--- src/rtl/oc_pkg.sv ---
package oc_pkg;
    parameter int unsigned OC_LANES = 8;
    parameter int unsigned OC_SYNC_STAGES = 2;

    typedef struct packed {
        logic sel_fall;
        logic sel_rise;
        logic clk_rise;
        logic clk_fall;
    } oc_evt_t;
endpackage

--- src/rtl/oc_sync.sv ---
module oc_sync #(
    parameter int unsigned W = 1,
    parameter int unsigned STAGES = 2,
    parameter logic [W-1:0] RST_VAL = '0
) (
    input  logic         clk,
    input  logic         arst_n,
    input  logic [W-1:0] d,
    output logic [W-1:0] q
);
    logic [W-1:0] stg_q [STAGES];

    genvar g;
    generate
        for (g = 0; g < STAGES; g++) begin : g_stage
            always_ff @(posedge clk or negedge arst_n) begin
                if (!arst_n) begin
                    stg_q[g] <= RST_VAL;
                end else if (g == 0) begin
                    stg_q[g] <= d;
                end else begin
                    stg_q[g] <= stg_q[(g == 0) ? 0 : g-1];
                end
            end
        end
    endgenerate

    assign q = stg_q[STAGES-1];
endmodule

--- src/rtl/oc_interleave.sv ---
module oc_interleave #(
    parameter int unsigned N = 8,
    parameter bit TO_WIRE = 1'b1
) (
    input  logic [N-1:0] in_bits,
    output logic [N-1:0] out_bits
);
    localparam int unsigned HALF = N / 2;

    genvar k;
    generate
        for (k = 0; k < HALF; k++) begin : g_pair
            if (TO_WIRE) begin : g_fwd
                assign out_bits[N-1-k]    = in_bits[2*k+1];
                assign out_bits[HALF-1-k] = in_bits[2*k];
            end else begin : g_rev
                assign out_bits[2*k+1] = in_bits[N-1-k];
                assign out_bits[2*k]   = in_bits[HALF-1-k];
            end
        end
    endgenerate
endmodule

--- src/rtl/oc_spi_port.sv ---
module oc_spi_port #(
    parameter int unsigned N = oc_pkg::OC_LANES,
    parameter int unsigned SYNC = oc_pkg::OC_SYNC_STAGES
) (
    input  logic         clk,
    input  logic         rst_n,
    input  logic         lvr_n,
    input  logic         sck,
    input  logic         ce_n,
    input  logic         mosi,
    input  logic [N-1:0] diag_i,
    output logic         miso_o,
    output logic         miso_oe,
    output logic [N-1:0] ctrl_o,
    output logic         frame_err_o
);
    import oc_pkg::*;

    localparam int unsigned CW = (N > 1) ? $clog2(N) : 1;

    typedef struct packed {
        logic [N-1:0]  sh;
        logic [CW-1:0] cnt;
        logic          any;
        logic          miso;
        logic          oe;
        logic [N-1:0]  ctrl;
        logic          err;
        logic          sck_p;
        logic          ce_p;
    } st_t;

    localparam st_t ST_RST = '{sh: '0, cnt: '0, any: 1'b0, miso: 1'b0, oe: 1'b0,
                               ctrl: '0, err: 1'b0, sck_p: 1'b0, ce_p: 1'b1};

    logic    arst_n;
    logic    sck_s, ce_s, mosi_s;
    logic [N-1:0] diag_w, sh_chan;
    oc_evt_t evt;
    st_t     s_d, s_q;

    assign arst_n = rst_n & lvr_n;

    oc_sync #(.W(3), .STAGES(SYNC), .RST_VAL(3'b010)) i_sync (
        .clk    (clk),
        .arst_n (arst_n),
        .d      ({sck, ce_n, mosi}),
        .q      ({sck_s, ce_s, mosi_s})
    );

    oc_interleave #(.N(N), .TO_WIRE(1'b1)) i_to_wire (
        .in_bits  (diag_i),
        .out_bits (diag_w)
    );

    oc_interleave #(.N(N), .TO_WIRE(1'b0)) i_to_chan (
        .in_bits  (s_q.sh),
        .out_bits (sh_chan)
    );

    always_comb begin
        evt.sel_fall = s_q.ce_p & ~ce_s;
        evt.sel_rise = ~s_q.ce_p & ce_s;
        evt.clk_rise = ~ce_s & ~s_q.ce_p & ~s_q.sck_p & sck_s;
        evt.clk_fall = ~ce_s & ~s_q.ce_p & s_q.sck_p & ~sck_s;
    end

    always_comb begin
        s_d       = s_q;
        s_d.sck_p = sck_s;
        s_d.ce_p  = ce_s;
        s_d.err   = 1'b0;
        if (evt.sel_fall) begin
            s_d.sh   = diag_w;
            s_d.cnt  = '0;
            s_d.any  = 1'b0;
            s_d.miso = 1'b0;
            s_d.oe   = 1'b1;
        end else if (evt.sel_rise) begin
            s_d.oe = 1'b0;
            if (s_q.any && (s_q.cnt == '0)) begin
                s_d.ctrl = sh_chan;
            end else begin
                s_d.err = 1'b1;
            end
        end else begin
            if (evt.clk_rise) begin
                s_d.miso = s_q.sh[N-1];
            end
            if (evt.clk_fall) begin
                s_d.sh  = {s_q.sh[N-2:0], mosi_s};
                s_d.cnt = s_q.cnt + CW'(1);
                s_d.any = 1'b1;
            end
        end
    end

    always_ff @(posedge clk or negedge arst_n) begin
        if (!arst_n) begin
            s_q <= ST_RST;
        end else begin
            s_q <= s_d;
        end
    end

    assign miso_o      = s_q.miso;
    assign miso_oe     = s_q.oe;
    assign ctrl_o      = s_q.ctrl;
    assign frame_err_o = s_q.err;

    AST_CTRL_ONLY_ON_SEL_RISE: assert property (@(posedge clk) disable iff (!arst_n)
        !evt.sel_rise |=> $stable(ctrl_o));
    AST_BAD_COUNT_HOLDS_CTRL: assert property (@(posedge clk) disable iff (!arst_n)
        (evt.sel_rise && (!s_q.any || (s_q.cnt != '0))) |=> ($stable(ctrl_o) && frame_err_o));
    AST_ERR_ONE_CLOCK: assert property (@(posedge clk) disable iff (!arst_n)
        frame_err_o |=> !frame_err_o);
    AST_LOAD_ON_SEL_FALL: assert property (@(posedge clk) disable iff (!arst_n)
        evt.sel_fall |=> (miso_oe && !miso_o && (s_q.sh == $past(diag_w))));
    AST_IDLE_NO_SHIFT: assert property (@(posedge clk) disable iff (!arst_n)
        (ce_s && s_q.ce_p) |=> ($stable(s_q.sh) && !miso_oe));
    AST_MISO_ON_RISE_ONLY: assert property (@(posedge clk) disable iff (!arst_n)
        (!evt.clk_rise && !evt.sel_fall) |=> $stable(miso_o));
endmodule

--- config.mk ---
export PLATFORM = sky130hd
export DESIGN_NAME = oc_spi_port
export DESIGN_NICKNAME = d
export VERILOG_FILES = /design/src/rtl/oc_pkg.sv /design/src/rtl/oc_sync.sv /design/src/rtl/oc_interleave.sv /design/src/rtl/oc_spi_port.sv
export SDC_FILE = /design/constraint.sdc
export NUM_CORES = 1
export LEC_CHECK = 0
export BUFFER_PORTS_ARGS = -buffer_cell sky130_fd_sc_hd__buf_2
export CAP_MARGIN = 5
export CORE_ASPECT_RATIO = 1.75
export CORE_MARGIN = 5
export CORE_UTILIZATION = 40
export DETAILED_ROUTE_END_ITERATION = 10
export PLACE_DENSITY_LB_ADDON = 0.2
export REMOVE_ABC_BUFFERS = 1
export SYNTH_ARGS = -nofsm -noshare
export SYNTH_HDL_FRONTEND = slang
export SYNTH_SLANG_ARGS = --single-unit
--- constraint.sdc ---
create_clock -name clk -period 2.7 [get_ports clk]
set_input_delay 0.54 -clock clk [delete_from_list [all_inputs] [get_ports clk]]
set_output_delay 0.54 -clock clk [all_outputs]
set_load 0.01 [all_outputs]
==> results of run 1 <==
==> through the flow <==
stage | instances | area [um^2] | worst slack (ns)
final | 167 | 1640 | 0.884
after global routing | 167 | 1640 | 0.798
after CTS | 167 | 1640 | 0.865
after detailed placement | 159 | 1550 | 0.868
after global placement | 159 | 1550 | 0.927
after floorplan | 87 | 1360 | 0.752
==> critical path: stages, from the launching register on <==
cell and delay, ns:
dfstp_2 0.53, inv_1 0.06, ha_1 0.29, a21oi_4 0.43
mux2_2 0.39
==> power groups by stage <==
| stage | sequential [uW] | clock (uW) | combinational, uW |
|---|---|---|---|
| 2_1_floorplan | 715 | 0 | 263 |
| 3_3_place_gp | 698 | 0 | 409 |
| 3_5_place_dp | 702 | 0 | 415 |
| 4_1_cts | 694 | 385 | 417 |
| 5_1_grt | 713 | 402 | 451 |
| 6_report | 691 | 364 | 408 |
==> kinds of logic (layout without fill, tap and decap cells) <==
kind of cell,Yosys count,after routing,synth area share
buffers and inverters,16,39,0.0735
flip-flops,31,31,0.539
AO/OA/AOI/OAI,4,4,0.0234
AND/OR/NAND/NOR,13,13,0.0640
adder cells (fa/ha/maj),5,5,0.0433
multiplexers,29,29,0.257
==> area by class of cell <==
| class | instances | share of cell area |
|---|---|---|
| clock inverters | 1 | 0.00305 |
| well taps | 46 | 0.0350 |
| clock buffers | 7 | 0.0526 |
| multi-input cells | 51 | 0.341 |
| repair buffers | 26 | 0.0823 |
| inverters | 5 | 0.0114 |
| flip-flops and latches | 31 | 0.474 |
==> how the worst max path moves through the flow <==
stage | cells past startpoint | to | slack (ns) | from
after global routing | 4 | s_q[22] | 0.80 | s_q[0]
final | 4 | s_q[22] | 0.88 | s_q[0]
after global placement | 4 | s_q[22] | 0.93 | s_q[0]
after CTS | 4 | s_q[22] | 0.87 | s_q[0]
after detailed placement | 4 | s_q[22] | 0.87 | s_q[0]
after floorplan | 4 | s_q[22] | 0.75 | s_q[0]
==> flip-flops by register name, summed over array words and instances, names as in the netlist <==
signal / cells
i_sync.stg_q: 3
miso_o: 1
frame_err_o: 1
ctrl_o: 8
i_sync.q: 3
miso_oe: 1
s_q: 14
==> cell usage after synthesis <==
library cell,count
mux2_2,13
dfrtp_1,28
and3b_1,1
nor2b_1,1
nor4_1,1
nand3b_1,1
ha_1,5
nor2_1,1
inv_1,4
nor3b_1,1
and2_1,1
mux2_4,13
mux2i_1,3
buf_2,1
nand4b_1,1
buf_6,2
a21oi_4,1
nand3b_4,1
o21ai_0,2
nand2_2,1
inv_2,1
nand2_1,3
o21bai_1,1
dfstp_2,3
buf_4,8
==> routing by layer <==
layer	track usage	part of all wire	up-vias
li1	-	-	368
met1	0.122	0.43	370
met3	0.0419	0.059	5
met2	0.171	0.49	21
met4	0.0597	0.024	0
met5	0	0	-
==> qor.csv, run 1 <==
stage,metric,value,unit
clock_network,ctsLongestPathBuffers,2,
clock_network,post_cts_buffers,0,
cells_and_area,layout_common_cells,"dfrtp_1, buf_2, mux2_2, mux2_4, clkbuf_8",
pwr,ir_drop,0.400,mV
pwr,p_leak,0.000823,uW
pwr,intPower,1060,uW
clock_network,cts_buffers,5,
die,core,3560,um^2
yosys,yosysWarnings,0,
clock_network,root_buffer,clkbuf_8,
die,dieWidth,55.5,um
timing,rsz0062_at_grt,false,
yosys,yosys.area.top_type_share,0.484,
drt,wirelength,2290,um
cells_and_area,regArea,779,um^2
die,start_util,0.407,
outcome,status,"finished, final reports clean",
die,placement_rows,29,
clock_network,cts_num_sinks,31,
yosys,synth_seq_cells,31,
worst_setup_path,crit_arrival,1.98,ns
timing,setup_viol,0,
hold_path,whs_path_depth,0,
cells_and_area,num_antenna_cells,0,
cells_and_area,multiInputGateArea,561,um^2
pwr,clockPowerShare,0.249,
pwr,power_frac_seq,0.472,
drt,vias,764,
place,place_congestion,0.774,
timing,worst_pin_slew,0.473,ns
cells_and_area,syn_to_final_growth,13.6,%
worst_setup_path,reg2reg_to,s_q[22],
run,drv_cap,0,
worst_setup_path,cp_max_fo,11,
hold_path,hold_end,i_sync.q[2],
clock_network,cts_resized,0,
drt,dr.pass1.iters,3,
timing,final.period_utilization,0.673,
hold_path,hold_class,reg -> reg,
timing,min_period,1.82,ns
worst_setup_path,r2r_start,s_q[0],
cells_and_area,fin_nets,139,
pwr,power,1460,uW
global_routing,grt_usage,0.107,
hold_path,min_from,i_sync.stg_q[5],
clock_network,htreeDepth,2,
global_routing,grt_pass1_vias,849,
timing,hold_slack,0.348,ns
drt,ant_nets,0,
yosys,syn-instance-count,98,
die,ioPinCount,25,
drt,vias_per_cell,4.57,
worst_setup_path,end_kind,register,
global_routing,grt_pass1_wl,4020,um
yosys,synth_area,1450,um^2
pwr,netSwitchingPower,401,uW
clock_network,cts.clk_slew.worst_paths,0.06,ns
worst_setup_path,r2r_cells,4,
worst_setup_path,required,2.87,ns
yosys,syn_area_per_cell,14.8,um^2
drt,drtIter0Drc,10,
global_routing,antenna_found_initial,0,
yosys,yosysTopAreaCell,dfrtp_1,
place,dp_hpwl,1630,um
yosys,synth_cell_types,25,
worst_setup_path,rrSetupSlack,0.88,ns
timing,hold_viol,0,
clock_network,insertion_delay,0.28,ns
timing,tns,0,ns
yosys,synth_area_leaders,"dfrtp_1, mux2_4, mux2_2, dfstp_2, ha_1",
global_routing,grt_overflow_total,0,
cells_and_area,final_layout_size_suffix_gt1_frac,0.545,
clock_network,postCtsHoldBufs,0,
cells_and_area,n_fill_cell,351,
timing,fmax,551,MHz
pwr,p_sw_frac,0.274,
clock_network,cts_tree,done,
worst_setup_path,worstSetupStartpointType,register,
die,die_height,89.6,um
pwr,cellPowerDensity,891,nW/um^2
timing,final.setup_skew,0.00582,ns
drt,drc,0,
timing,final_max_slew_viol_count,0,
place,port_buffers,24,
drt,wl_per_cell,13.7,um
worst_setup_path,critical_path_class,reg -> reg,
cells_and_area,final_common_cell,dfrtp_1,
timing,relSlewSlack,0.684,
yosys,synth_seq_area_share,0.539,
global_routing,grt_max_degree,32,
die,die-area,4970,um^2
pwr,p_comb_frac,0.279,
cells_and_area,finish.utilization,0.462,
No activity file was read; power rests on OpenSTA's default activity.
==> inputs of run 2 (changes only) <==
--- a/config.mk
+++ b/config.mk
@@ -5,6 +5,7 @@
 export SDC_FILE = /design/constraint.sdc
 export NUM_CORES = 1
 export LEC_CHECK = 0
+export ABC_AREA = 1
 export BUFFER_PORTS_ARGS = -buffer_cell sky130_fd_sc_hd__buf_2
 export CAP_MARGIN = 5
 export CORE_ASPECT_RATIO = 1.75
==> constraint.sdc (replaced) <==
create_clock -name clk -period 1.8 [get_ports clk]
set_input_delay 0.36 -clock clk [delete_from_list [all_inputs] [get_ports clk]]
set_output_delay 0.36 -clock clk [all_outputs]
set_load 0.01 [all_outputs]
==> qor.csv, run 2 <==
stage,metric,value,unit,change
clock_network,cts_resized,0,,unchanged
yosys,synthFlopType,dfrtp_1,,unchanged
pwr,power,1960,uW,was 1460 uW
worst_setup_path,worstSetupStartpointType,register,,unchanged
drt,drtIter0Drc,19,,was 10
drt,vias,1074,,was 764
worst_setup_path,cp_slowest_cell,dfstp_2,,unchanged
drt,wl_per_cell,12.5,um,was 13.7 um
yosys,synth_seq_cells,31,,unchanged
yosys,async_flop_share,1.00,,unchanged
worst_setup_path,critical_path_class,reg -> reg,,unchanged
yosys,synth_most_common_cell,nand2_1,,was dfrtp_1
pwr,ir_drop,0.581,mV,was 0.400 mV
global_routing,grt_pass1_vias,1215,,was 849
die,die_height,92.4,um,was 89.6 um
worst_setup_path,rrSetupSlack,0.30,ns,was 0.88 ns
yosys,synth-edff-count,0,,unchanged
worst_setup_path,crit_start,i_sync.q[1],,was s_q[0]
yosys,syn-instance-count,158,,was 98
cells_and_area,fin_nets,198,,was 139
clock_network,postCtsHoldBufs,0,,unchanged
worst_setup_path,r2r_cells,6,,was 4
yosys,yosys.area.top_type_share,0.452,,was 0.484
cells_and_area,n_fill_cell,393,,was 351
yosys,synth_cell_types,24,,was 25
timing,hold_slack,0.166,ns,was 0.348 ns
clock_network,post_cts_buffers,0,,unchanged
yosys,synth_area_leaders,"dfrtp_1, nand2_1, nand2_2, dfstp_2, o21ai_2",,"was dfrtp_1, mux2_4, mux2_2, dfstp_2, ha_1"
yosys,synth_seq_area_share,0.503,,was 0.539
cells_and_area,final_cell_area,1730,um^2,was 1640 um^2
global_routing,antenna_found_initial,0,,unchanged
clock_network,cts_buffers,5,,unchanged
die,dieWidth,57.1,um,was 55.5 um
run,drv_cap,0,,unchanged
clock_network,ctsLongestPathBuffers,2,,unchanged
worst_setup_path,crit_arrival,1.72,ns,was 1.98 ns
cells_and_area,largest_reg_flops,14,,unchanged
cells_and_area,top_register,s_q,,unchanged
timing,setup_viol,0,,unchanged
place,port_buffers,24,,unchanged
global_routing,grt_max_degree,32,,unchanged
cells_and_area,final_common_cell,nand2_1,,was dfrtp_1
clock_network,insertion_delay,0.28,ns,about the same
pwr,p_leak,0.000902,uW,was 0.000823 uW
place,post_dp_cell_area,1630,um^2,was 1550 um^2
drt,vias_per_cell,4.71,,was 4.57
drt,ant_nets,0,,unchanged
clock_network,cts.clk_slew.worst_paths,0.07,ns,was 0.06 ns
clock_network,htreeDepth,2,,unchanged
cells_and_area,layout_common_cells,"nand2_1, dfrtp_1, buf_2, inv_1, nand2_2",,"was dfrtp_1, buf_2, mux2_2, mux2_4, clkbuf_8"
timing,hold_viol,0,,unchanged
worst_setup_path,worstPathCellList,inv_1 -> ha_1 -> buf_4 -> o21ai_0 -> nand3_1 -> nand2_1,,was inv_1 -> ha_1 -> a21oi_4 -> mux2_2
worst_setup_path,cp_max_fo,15,,was 11
drt,wirelength,2840,um,was 2290 um
place,place_congestion,0.745,,was 0.774
global_routing,grt_usage,0.126,,was 0.107
worst_setup_path,end_kind,register,,unchanged
die,start_util,0.405,,was 0.407
timing,worst_pin_slew,0.392,ns,was 0.473 ns
outcome,status,"finished, final reports clean",,unchanged
place,dp_hpwl,2050,um,was 1630 um
die,core,3830,um^2,was 3560 um^2
die,die-area,5270,um^2,was 4970 um^2
yosys,synth_area,1550,um^2,was 1450 um^2
die,ioPinCount,25,,unchanged
clock_network,cts_num_sinks,31,,unchanged
clock_network,root_buffer,clkbuf_8,,unchanged
cells_and_area,final_layout_size_suffix_gt1_frac,0.367,,was 0.545
die,placement_rows,30,,was 29
drt,drc,0,,unchanged
yosys,syn_area_per_cell,9.81,um^2,was 14.8 um^2
timing,final_max_slew_viol_count,0,,unchanged
yosys,yosysWarnings,0,,unchanged
worst_setup_path,r2r_start,i_sync.q[1],,was s_q[0]
cells_and_area,num_antenna_cells,0,,unchanged
global_routing,grt_pass1_wl,5170,um,was 4020 um
timing,min_period,1.50,ns,was 1.82 ns
timing,rsz0062_at_grt,false,,unchanged
yosys,yosysTopAreaCell,dfrtp_1,,unchanged
place,pre_cts_ws,0.305,ns,was 0.868 ns
timing,final.setup_skew,0.00611,ns,was 0.00582 ns
hold_path,hold_class,in -> async,,was reg -> reg
cells_and_area,syn_to_final_growth,11.5,%,was 13.6%
timing,relSlewSlack,0.739,,was 0.684
timing,tns,0,ns,unchanged
pwr,cellPowerDensity,1130,nW/um^2,was 891 nW/um^2
timing,fmax,667,MHz,was 551 MHz
clock_network,cts_tree,done,,unchanged
timing,worst_slack,0.300,ns,was 0.884 ns
global_routing,grt_overflow_total,0,,unchanged
drt,dr.pass1.iters,4,,was 3
yosys,synth_common_cells,"nand2_1, dfrtp_1, inv_1, nand2_2, nand3_1",,"was dfrtp_1, mux2_2, mux2_4, buf_4, ha_1"
worst_setup_path,critPathMaxStageDelay,0.54,ns,was 0.53 ns
worst_setup_path,required,2.02,ns,was 2.87 ns
timing,final.period_utilization,0.833,,was 0.673
[run 2: cell types whose count changed in the layout (fill, tap and decap cells not counted), sizes merged, moves of 2 or more]
cell / delta
nor2: +4
nand4: +4
mux2i: -3
nand3b: -2
inv: +14
mux2: -26
nand3: +12
nand2: +48
o21ai: +13
[run 2: worst paths after layout]
kind	end
max in group asynchronous	s_q[0]
max	s_q[21]
min in group clk	i_sync.stg_q[4]
max reg2reg	s_q[21]
min	s_q[15]
min reg2reg	i_sync.q[0]
[run 2: stage by stage]
| step | utilization | std cells |
|---|---|---|
| after floorplan | - | 145 |
| after global placement | 0.425 | 220 |
| after CTS | 0.452 | 228 |
| final | 0.452 | 228 |
| after detailed placement | 0.425 | 220 |
| after global routing | 0.452 | 228 |
[run 2: report_power, final]
group / switching, uW / internal, uW
Combinational: 258 / 183
Sequential: 77.9 / 838
Clock: 257 / 347
[run 2: worst max-delay path, delay by kind of cell, from the launching register on]
kind	cells	cell delay [ns]
DFF	1	0.54
buffers and inverters	2	0.28
adders and majority gates	1	0.28
AOI/OAI and AO/OA	1	0.17
and+or+nand+nor	2	0.16
[run 2: layout make-up]
| type | instances | area [um^2] | area share |
|---|---|---|---|
| timing repair buffer | 27 | 143 | 0.0825 |
| sequential | 31 | 779 | 0.451 |
| inverter | 19 | 78.8 | 0.0456 |
| clock buffer | 7 | 96.3 | 0.0557 |
| clock inverter | 1 | 7.51 | 0.00434 |
| multi-input combinational | 95 | 564 | 0.326 |
| tap | 48 | 60.1 | 0.0347 |
[run 2: kinds of logic (layout without fill, tap and decap cells)]
family,Yosys count,count (layout),synth area share
fa+ha+maj,5,5,0.0404
simple gates,73,73,0.249
flops,31,31,0.503
buf+inv,32,54,0.133
compound gates,17,17,0.0751
[run 2: metal layers]
layer  vias to the layer above  wire length (um)  share of wire  global-route usage
li1                        531                 -              -                   -
met1                       510              1100           0.39               0.122
met2                        24              1540           0.54               0.224
met3                         9               126          0.044              0.0391
met4                         0                74          0.026              0.0754
met5                         -                 0              0                   0
==> inputs of run 3 (changes only) <==
==> constraint.sdc (replaced) <==
create_clock -name clk -period 1.55 [get_ports clk]
set_input_delay 0.31 -clock clk [delete_from_list [all_inputs] [get_ports clk]]
set_output_delay 0.31 -clock clk [all_outputs]
set_load 0.01 [all_outputs]
==> qor.csv, run 3 (synthesis gave the netlist of run 2 again) <==
stage,metric,value,unit,change
hold_path,hold_class,in -> async,,unchanged
timing,relSlewSlack,0.738,,was 0.739
cells_and_area,layout_common_cells,"nand2_1, dfrtp_1, buf_2, inv_1, nand2_2",,unchanged
place,port_buffers,24,,unchanged
worst_setup_path,rrSetupSlack,0.11,ns,was 0.30 ns
drt,drtIter0Drc,12,,was 19
cells_and_area,num_antenna_cells,0,,unchanged
worst_setup_path,required,1.77,ns,was 2.02 ns
cells_and_area,fin_cells,229,,was 228
worst_setup_path,cp_max_fo,12,,was 15
worst_setup_path,crit_top_cell,nand2_1,,
worst_setup_path,worstPathBufferInverterCount,1,,was 2
worst_setup_path,r2r_start,i_sync.q[1],,unchanged
cells_and_area,final_layout_size_suffix_gt1_frac,0.370,,was 0.367
clock_network,insertion_delay,0.28,ns,about the same
worst_setup_path,cp_slowest_cell,dfstp_2,,unchanged
place,dp_hpwl,2080,um,was 2050 um
die,start_util,0.405,,unchanged
die,placement_rows,30,,unchanged
worst_setup_path,critical_path_class,reg -> reg,,unchanged
global_routing,grt_usage,0.122,,was 0.126
die,core,3830,um^2,unchanged
clock_network,cts.clk_slew.worst_paths,0.06,ns,was 0.07 ns
die,die_height,92.4,um,unchanged
cells_and_area,fin_nets,199,,was 198
worst_setup_path,cp_top_family,flip-flops,,unchanged
cells_and_area,n_fill_cell,397,,was 393
worst_setup_path,worstSetupStartpointType,register,,unchanged
drt,wirelength,2840,um,unchanged
global_routing,grt_pass1_vias,1090,,was 1215
timing,worst_pin_slew,0.393,ns,was 0.392 ns
timing,fmax,695,MHz,was 667 MHz
cells_and_area,syn_to_final_growth,14.4,%,was 11.5%
drt,ant_nets,0,,unchanged
worst_setup_path,crit_arrival,1.66,ns,was 1.72 ns
clock_network,cts_num_sinks,31,,unchanged
clock_network,htreeDepth,2,,unchanged
die,ioPinCount,25,,unchanged
global_routing,grt_max_degree,32,,unchanged
place,place_congestion,0.833,,was 0.745
cells_and_area,finish.utilization,0.463,,was 0.452
global_routing,grt_overflow_total,0,,unchanged
clock_network,ctsLongestPathBuffers,2,,unchanged
timing,rsz0062_at_grt,false,,unchanged
drt,dr.pass1.iters,4,,unchanged
drt,vias,1009,,was 1074
global_routing,grt_pass1_wl,4960,um,was 5170 um
clock_network,cts_tree,done,,unchanged
global_routing,antenna_found_initial,0,,unchanged
cells_and_area,regArea,779,um^2,unchanged
timing,tns,0,ns,unchanged
run,drv_cap,0,,unchanged
timing,final_max_slew_viol_count,0,,unchanged
clock_network,root_buffer,clkbuf_8,,unchanged
outcome,status,"finished, final reports clean",,unchanged
timing,min_period,1.44,ns,was 1.50 ns
worst_setup_path,critPathMaxStageDelay,0.54,ns,about the same
worst_setup_path,worstPathCellList,inv_1 -> ha_1 -> nand3_4 -> nand2_8 -> nand2_4 -> nand2_1 -> nand2_1,,was inv_1 -> ha_1 -> buf_4 -> o21ai_0 -> nand3_1 -> nand2_1
timing,final.period_utilization,0.928,,was 0.833
worst_setup_path,r2r_cells,7,,was 6
timing,hold_viol,0,,unchanged
worst_setup_path,end_kind,register,,unchanged
cells_and_area,final_common_cell,nand2_1,,unchanged
drt,drc,0,,unchanged
cells_and_area,multiInputGateArea,567,um^2,was 564 um^2
pwr,ir_drop,0.658,mV,was 0.581 mV
place,dpl.cell_count,220,,unchanged
timing,setup_viol,0,,unchanged
drt,vias_per_cell,4.41,,was 4.71
drt,wl_per_cell,12.4,um,was 12.5 um
die,die-area,5270,um^2,unchanged
pwr,p_leak,0.000922,uW,was 0.000902 uW
pwr,cellPowerDensity,1290,nW/um^2,was 1130 nW/um^2
die,dieWidth,57.1,um,unchanged
worst_setup_path,reg2reg_to,s_q[22],,was s_q[21]
clock_network,cts_buffers,5,,unchanged
timing,final.setup_skew,0.00381,ns,was 0.00611 ns
cells_and_area,top_register,s_q,,unchanged
cells_and_area,largest_reg_flops,14,,unchanged
## run 3: cell count changes in the layout (fill, tap and decap cells not counted), sizes merged
cell	change
buf	+1
clkbuf	+1
clkinvlp	-1
## run 3: repair_timing
action	in CTS	in global routing
endpoints found under the setup margin	0	10
hold buffers	0	0
resized for setup	0	1
buffers inserted	0	1
## run 3: layer usage
metal  GRT usage  wire (um)  vias up
met1       0.137       1210      453
li1            -          -      532
met2       0.205       1460       16
met5           0          0        -
met3      0.0349        105        8
met4      0.0638         70        0
## run 3: stage by stage
stage               hold WS, ns  setup WS (ns)  cell area, um^2  total power [uW]
finish                    0.123          0.111             1770              2280
CTS                       0.121         0.0369             1750              2320
detailed placement        0.337         0.0538             1650              1610
global placement          0.337         0.0924             1650              1600
global route              0.113         0.0180             1770              2440
floorplan                 0.314         0.0263             1420              1410
## run 3: cell type report
type,count,area share
flip-flops and latches,31,0.440
multi-input cells,95,0.320
clock buffers,8,0.0565
repair buffers,28,0.106
inverters,19,0.0445
well taps,48,0.0339
## run 3: how the worst max path moves through the flow
stage               endpoint        start  cells after the start  slack, ns
finish               s_q[22]  i_sync.q[1]                      7       0.11
global route         s_q[24]  i_sync.q[1]                      6       0.02
CTS                  s_q[24]  i_sync.q[1]                      6       0.04
detailed placement   s_q[24]  i_sync.q[1]                      6       0.05
global placement     s_q[23]  i_sync.q[1]                      6       0.09
floorplan            s_q[16]       s_q[0]                      6       0.03
## run 3: worst reg2reg max path, delay by kind of cell, from the launching register on
family / cells / cell delay (ns)
fa+ha+maj: 1 / 0.26
buf+inv: 1 / 0.06
flops: 1 / 0.54
simple gates: 5 / 0.53
## run 3: report_power, final
part | total, uW | internal [uW] | switching [uW]
Combinational | 523 | 224 | 299
Sequential | 1060 | 974 | 90.5
Clock | 693 | 405 | 289
